## config.mk

```make
export PLATFORM = sky130hd
export DESIGN_NAME = rx_credit_flowctl
export DESIGN_NICKNAME = d
export VERILOG_FILES = /design/src/rtl/rxfc_pkg.sv /design/src/rtl/rxfc_regs.sv /design/src/rtl/rxfc_unit.sv /design/src/rtl/rx_credit_flowctl.sv
export SDC_FILE = /design/constraint.sdc
export NUM_CORES = 1
export LEC_CHECK = 0
export BUFFER_PORTS_ARGS = -buffer_cell sky130_fd_sc_hd__buf_2
export CAP_MARGIN = 10
export CORE_MARGIN = 2
export CORE_UTILIZATION = 45
export DETAILED_ROUTE_END_ITERATION = 12
export GPL_TIMING_DRIVEN = 0
export RECOVER_POWER = 25
export SETUP_SLACK_MARGIN = 0.3
export SLEW_MARGIN = 20
export SYNTH_ARGS = -nofsm -noshare
export SYNTH_HDL_FRONTEND = slang
export SYNTH_SLANG_ARGS = --single-unit
```

## constraint.sdc

```tcl
create_clock -name clk -period 25.8 [get_ports clk]
set_input_delay 7.74 -clock clk [delete_from_list [all_inputs] [get_ports clk]]
set_output_delay 7.74 -clock clk [all_outputs]
set_load 0.05 [all_outputs]
```

## src/rtl/rxfc_pkg.sv

```systemverilog
package rxfc_pkg;
  // Register word offsets inside one unit's three-word window
  localparam int UNIT_WIN      = 3;
  localparam int OFS_LOW       = 1;
  localparam int OFS_HIGH      = 2;
  localparam int OFS_ALLOC     = 3;
  localparam int CTRL_ADDR     = 0;

  function automatic int rst_reg_addr(input int n_units);
    return UNIT_WIN * n_units + 1;
  endfunction
endpackage

```

## src/rtl/rxfc_regs.sv

```systemverilog
module rxfc_regs
  import rxfc_pkg::*;
#(
  parameter int NUM_UNITS = 8,
  parameter int CNT_W     = 8,
  parameter int DATA_W    = 32,
  parameter int ADDR_W    = 5
) (
  input  logic                              clk,
  input  logic                              rst,
  input  logic                              we,
  input  logic [ADDR_W-1:0]                 addr,
  input  logic [DATA_W-1:0]                 wdata,
  output logic [NUM_UNITS-1:0]              unit_en,
  output logic [NUM_UNITS-1:0]              unit_clr,
  output logic [NUM_UNITS-1:0][CNT_W-1:0]   low_thr,
  output logic [NUM_UNITS-1:0][CNT_W-1:0]   high_thr,
  output logic [NUM_UNITS-1:0]              alloc_hit,
  output logic                              alloc_force,
  output logic [DATA_W-2:0]                 alloc_amt
);
  localparam logic [ADDR_W-1:0] RST_ADDR = ADDR_W'(rst_reg_addr(NUM_UNITS));

  logic [NUM_UNITS:0]   ctrl_q;
  logic [NUM_UNITS-1:0] clr_q;

  always_ff @(posedge clk) begin
    if (rst) begin
      ctrl_q <= '0;
      clr_q  <= '0;
    end else if (we) begin
      if (addr == ADDR_W'(CTRL_ADDR)) ctrl_q <= wdata[NUM_UNITS:0];
      if (addr == RST_ADDR) begin
        for (int u = 0; u < NUM_UNITS; u++) clr_q[u] <= wdata[2*u];
      end
    end
  end

  assign unit_en     = ctrl_q[0] ? ctrl_q[NUM_UNITS:1] : '0;
  assign unit_clr    = clr_q;
  assign alloc_force = wdata[DATA_W-1];
  assign alloc_amt   = wdata[DATA_W-2:0];

  for (genvar u = 0; u < NUM_UNITS; u++) begin : g_unit_regs
    localparam logic [ADDR_W-1:0] A_LOW   = ADDR_W'(UNIT_WIN*u + OFS_LOW);
    localparam logic [ADDR_W-1:0] A_HIGH  = ADDR_W'(UNIT_WIN*u + OFS_HIGH);
    localparam logic [ADDR_W-1:0] A_ALLOC = ADDR_W'(UNIT_WIN*u + OFS_ALLOC);

    always_ff @(posedge clk) begin
      if (rst) begin
        low_thr[u]  <= '0;
        high_thr[u] <= '0;
      end else if (we) begin
        if (addr == A_LOW)  low_thr[u]  <= wdata[CNT_W-1:0];
        if (addr == A_HIGH) high_thr[u] <= wdata[CNT_W-1:0];
      end
    end

    assign alloc_hit[u] = we && (addr == A_ALLOC);
  end
endmodule

```

## src/rtl/rxfc_unit.sv

```systemverilog
module rxfc_unit #(
  parameter int CNT_W  = 8,
  parameter int DATA_W = 32
) (
  input  logic              clk,
  input  logic              rst,
  input  logic              en,
  input  logic              clr,
  input  logic              alloc_hit,
  input  logic              alloc_force,
  input  logic [DATA_W-2:0] alloc_amt,
  input  logic              take,
  input  logic [CNT_W-1:0]  low_thr,
  input  logic [CNT_W-1:0]  high_thr,
  output logic              bp,
  output logic [CNT_W-1:0]  credits
);
  localparam logic [DATA_W-1:0] MAXV = {{(DATA_W-CNT_W){1'b0}}, {CNT_W{1'b1}}};

  logic              force_q;
  logic              active;
  logic [DATA_W-1:0] wide;
  logic [CNT_W-1:0]  nxt;
  logic              bp_nxt;

  assign active = en && !force_q;

  always_comb begin
    wide = {{(DATA_W-CNT_W){1'b0}}, credits};
    if (alloc_hit && !alloc_force) wide = wide + {1'b0, alloc_amt};
    if (take && wide != '0)        wide = wide - 1'b1;
    nxt = (wide > MAXV) ? {CNT_W{1'b1}} : wide[CNT_W-1:0];
    if (clr) nxt = '0;
  end

  always_comb begin
    bp_nxt = bp;
    if (clr || !active)        bp_nxt = 1'b0;
    else if (nxt < low_thr)    bp_nxt = 1'b1;
    else if (nxt >= high_thr)  bp_nxt = 1'b0;
  end

  always_ff @(posedge clk) begin
    if (rst) begin
      credits <= '0;
      bp      <= 1'b0;
      force_q <= 1'b0;
    end else begin
      credits <= nxt;
      bp      <= bp_nxt;
      if (alloc_hit) force_q <= alloc_force;
    end
  end

  p_take_dec_r3: assert property (@(posedge clk) disable iff (rst)
    (take && !alloc_hit && !clr && credits != '0) |=> credits == $past(credits) - 1'b1);
  p_take_floor_r3: assert property (@(posedge clk) disable iff (rst)
    (take && !alloc_hit && !clr && credits == '0) |=> credits == '0);
  p_grant_grows_r2: assert property (@(posedge clk) disable iff (rst)
    (alloc_hit && !alloc_force && !take && !clr) |=> credits >= $past(credits));
  p_rise_below_low_r5: assert property (@(posedge clk) disable iff (rst)
    $rose(bp) |-> credits < $past(low_thr));
  p_release_at_high_r6: assert property (@(posedge clk) disable iff (rst)
    ($fell(bp) && $past(active) && !$past(clr)) |-> credits >= $past(high_thr));
  p_idle_quiet_r7: assert property (@(posedge clk) disable iff (rst)
    !active |=> !bp);
  p_clear_r9: assert property (@(posedge clk) disable iff (rst)
    clr |=> (credits == '0 && !bp));
endmodule

```

## src/rtl/rx_credit_flowctl.sv

```systemverilog
module rx_credit_flowctl #(
  parameter int NUM_UNITS = 8,
  parameter int CNT_W     = 8,
  parameter int DATA_W    = 32
) (
  input  logic                               clk,
  input  logic                               rst,
  input  logic                               cfg_we,
  input  logic [$clog2(3*NUM_UNITS+2)-1:0]   cfg_addr,
  input  logic [DATA_W-1:0]                  cfg_wdata,
  input  logic [NUM_UNITS-1:0]               buf_take,
  output logic [NUM_UNITS-1:0]               backpressure,
  output logic [NUM_UNITS*CNT_W-1:0]         credit_lvl
);
  localparam int ADDR_W = $clog2(3*NUM_UNITS+2);

  logic [NUM_UNITS-1:0]            unit_en;
  logic [NUM_UNITS-1:0]            unit_clr;
  logic [NUM_UNITS-1:0][CNT_W-1:0] low_thr;
  logic [NUM_UNITS-1:0][CNT_W-1:0] high_thr;
  logic [NUM_UNITS-1:0]            alloc_hit;
  logic                            alloc_force;
  logic [DATA_W-2:0]               alloc_amt;

  rxfc_regs #(
    .NUM_UNITS(NUM_UNITS), .CNT_W(CNT_W), .DATA_W(DATA_W), .ADDR_W(ADDR_W)
  ) u_regs (
    .clk(clk), .rst(rst), .we(cfg_we), .addr(cfg_addr), .wdata(cfg_wdata),
    .unit_en(unit_en), .unit_clr(unit_clr), .low_thr(low_thr), .high_thr(high_thr),
    .alloc_hit(alloc_hit), .alloc_force(alloc_force), .alloc_amt(alloc_amt)
  );

  for (genvar u = 0; u < NUM_UNITS; u++) begin : g_unit
    rxfc_unit #(.CNT_W(CNT_W), .DATA_W(DATA_W)) u_unit (
      .clk(clk), .rst(rst), .en(unit_en[u]), .clr(unit_clr[u]),
      .alloc_hit(alloc_hit[u]), .alloc_force(alloc_force), .alloc_amt(alloc_amt),
      .take(buf_take[u]), .low_thr(low_thr[u]), .high_thr(high_thr[u]),
      .bp(backpressure[u]), .credits(credit_lvl[u*CNT_W +: CNT_W])
    );
  end

  // One strobe per allocation write reaches at most one unit
  p_one_grant_r10: assert property (@(posedge clk) disable iff (rst)
    $onehot0(alloc_hit));
endmodule

```

==> summary.md <==
| Metric | Value |
|---|---|
| Result of the run | `finished, final reports clean` |
| Count of cell types in the netlist | `97` |
| Worst Hold Path Cells | `2` |
| Wire length of the first global-routing pass | `~180 mm` |
| Total number of yosys warnings | `0` |
| Number of enable flip-flop cells after synthesis | `0` |
| Global Route Usage Sum | `0.395` |
| Fin Clk Skew | `approximately 0.013 ns` |
| FF+latch count, synth | `roughly 230` |
| Slew of the pin with the lowest slew margin | `~1.2 ns` |
| Highest clock rate | `0.0602 GHz` |
| Remaining antenna violation count after routing | `0` |
| Pin count of the biggest net entering global routing | `14` |
| Most used standard cell by instance count after synthesis | `sky130_fd_sc_hd__a21oi_1` |
| Cell accounting for the most synthesized area | `sky130_fd_sc_hd__dfxtp_1` |
| RSZ-0062 raised after global routing | `no` |
| Total nets after synthesis | `around 4100` |
| Via count | `31000` |
| Hold-fix buffers, CTS | `0` |
| Final HPWL DP | `approximately 98 mm` |
| Number of antenna violations at the first check in global routing | `5` |
| H-tree level count | `1` |
| Met1 wire length | `about 54 mm` |
| Number of rows in the core area | `89` |
| Drt drc | `0` |
| DRC violation total after the first TritonRoute iteration | `approximately 3800` |
| Leak | `10.4 nW` |
| Count of endpoints failing hold in the final timing report | `0` |
| Count of final setup violators | `0` |
| Total negative setup slack | `0 ns` |
| Top layer used by detailed routing | `met5` |
| Post-CTS sizing | `0` |
| Met2 layer wire length in the routed design | `53.5 mm` |
| Worst path required time | `~26 ns` |
| Worst relative slew slack | `0.194` |
| Ranking of synthesized cells by area | `sky130_fd_sc_hd__dfxtp_1, sky130_fd_sc_hd__ha_1, sky130_fd_sc_hd__a21oi_1` |
| Critical path start-end classification | `in2reg` |
| Area growth syn-to-layout | `8.92%` |
| Gr ovfl total | `0` |
| Cell repeated most along the worst path | `sky130_fd_sc_hd__clkbuf_1` |
| Buffer levels on the longest clock path | `3` |
| Crit Path Max Fanout | `10` |
| Number of slew-limit violations in the final report | `0` |
| Maximum VDD drop | `0.0793 mV` |
| Class of the tightest hold or removal check | `reg2reg` |
| Combined area of all synthesized cells | `around 27000 um2` |
| Number of cells traversed by the worst register-to-register path | `30` |
| Period minus WS final | `16.60 ns` |
| First-pass detailed-route iteration total | `6` |
| Vias in the first global route | `27600` |
| Vertical die dimension | `approximately 250 um` |
| Metal3 WL | `about 13 mm` |
| Synth Instances | `around 3800` |
| Post-CTS setup buffer count | `0` |
| Layout Nets | `between 4000 and 5000` |
| I/O pin count | `120` |
| CTS root buf | `sky130_fd_sc_hd__clkbuf_16` |
| Die area | `around 62000 um2` |
| Max Cap Violations | `0` |
| Proportion of netlist area held by the largest area contributor | `0.168` |
| Clock sink count | `around 230` |
| Detail-routed via count per cell | `6.53` |
| Top flip-flop cell by instance count after synthesis | `sky130_fd_sc_hd__dfxtp_1` |
| Type of destination of the critical path | `flop` |
| Share of flip-flops with an asynchronous set or reset after synthesis | `0` |
| Power density over the cells | `about 100 nW/um2` |
| Final wirelength | `~130 mm` |
| Mean cell area of the mapped netlist | `roughly 7 um2` |
| Sequential element share of the synthesized area | `0.168` |
| TritonCTS clock tree | `yes` |
| Routed wire per std cell | `26.7 um` |
| Worst-case setup slack after placement | `between 9 and 10 ns` |
| Most used standard cells in the synthesized netlist | `sky130_fd_sc_hd__a21oi_1, sky130_fd_sc_hd__nor2_1, sky130_fd_sc_hd__nand2_1` |
| Starting density of the core | `0.455` |
| Area of the placeable core | `between 50000 and 60000 um2` |
| Data arrival time of the worst path | `between 15 and 20 ns` |
| PnR worst setup slack | `9.20 ns` |
| Delay of the slowest critical-path stage | `around 1.0 ns` |
| Critical Path Start Type | `primary input` |
| Total CTS buffers | `27` |
| Worst skew pair latency | `between 0.5 and 0.6 ns` |
| Clock transition time at the flip-flop clock pins of the worst setup and hold paths | `approximately 0.06 ns` |
| Die width | `about 250 um` |
| I/O Buffers | `roughly 100` |
| Final critical-path share of the clock period | `0.643` |
| Cell with the largest stage delay on the worst path | `sky130_fd_sc_hd__nor4bb_1` |
| RD Place Congestion | `approximately 1.0` |
| Ratio of cells with drive above 1 in the final layout | `0.0517` |
-- critical path: cells and delay by family --
family | cells | cell delay, ns
AO/OA/AOI/OAI | 11 | 2.01
adder cells (fa/ha/maj) | 2 | 0.60
buffers and inverters | 7 | 2.22
multiplexers | 1 | 0.38
AND/OR/NAND/NOR | 12 | 4.05
-- where the power goes --
group | total, mW | internal [mW] | switching [mW]
combinational | 2.14 | 0.739 | 1.40
sequential | 0.466 | 0.397 | 0.0695
clock | 0.385 | 0.223 | 0.161
-- stage by stage --
stage / power [mW] / cell area, um2 / hold slack [ns] / utilization / instances
2_1_floorplan: 1.97 / 26800 / 0.432 / - / 3815
3_3_place_gp: 2.54 / 28300 / 0.443 / 0.480 / 4689
3_5_place_dp: 2.56 / 28400 / 0.449 / 0.482 / 4695
4_1_cts: 2.95 / 29300 / 0.456 / 0.497 / 4742
5_1_grt: 3.22 / 29200 / 0.477 / 0.495 / 4742
6_report: 2.99 / 29200 / 0.454 / 0.495 / 4743
-- cells in the final DEF, fill, tap and decap left out, drive strengths merged, types with 80 or more instances in the layout --
| cell | instances |
|---|---|
| nand2 | 316 |
| xor2 | 80 |
| xnor2 | 128 |
| a21oi | 391 |
| mux2i | 93 |
| clkbuf | 307 |
| nor3 | 120 |
| nand3 | 131 |
| nor2 | 337 |
| buf | 98 |
| o21ai | 247 |
| inv | 170 |
| ha | 200 |
| dfxtp | 225 |
-- area by class of cell --
class                      instances  area (um2)
inverter                         171         642
tap                              773         967
clock inverter                    12         133
sequential                       225        4500
buffer                           263        1060
fill                            6183       29700
clock buffer                      35         746
antenna                            1        2.50
timing repair buffer             107         465
multi-input combinational       3156       20700
-- per-layer routing --
metal	vias to the layer above	global-route usage
met5	-	0
met3	318	0.0792
met1	14600	0.541
met4	4	0.165
met2	1702	0.602
li1	14300	-
-- sequential cells by signal, indices dropped and copies added (netlist names) --
signal	count
g_unit.u_unit.bp	8
u_regs.high_thr	64
u_regs.low_thr	64
u_regs.ctrl_q	9
u_regs.unit_clr	8
g_unit.u_unit.force_q	8
g_unit.u_unit.credits	64
-- final timing paths --
check | start | endpoint | slack, ns
max | cfg_we | g_unit[5].u_unit.bp | 9.20
min | u_regs.high_thr[2] | u_regs.high_thr[2] | 0.45
max reg2reg | g_unit[5].u_unit.credits[6] | g_unit[5].u_unit.bp | 17.29
min reg2reg | u_regs.high_thr[2] | u_regs.high_thr[2] | 0.45
-- cells by family after synthesis --
family / count (synthesis) / synth area share
compound gates: 1183 / 0.282
xor+xnor: 208 / 0.0680
fa+ha+maj: 208 / 0.0994
buf+inv: 434 / 0.0635
flops: 225 / 0.168
mux: 102 / 0.0385
simple gates: 1455 / 0.280
Note: power is estimated with default switching activity, not from simulation.
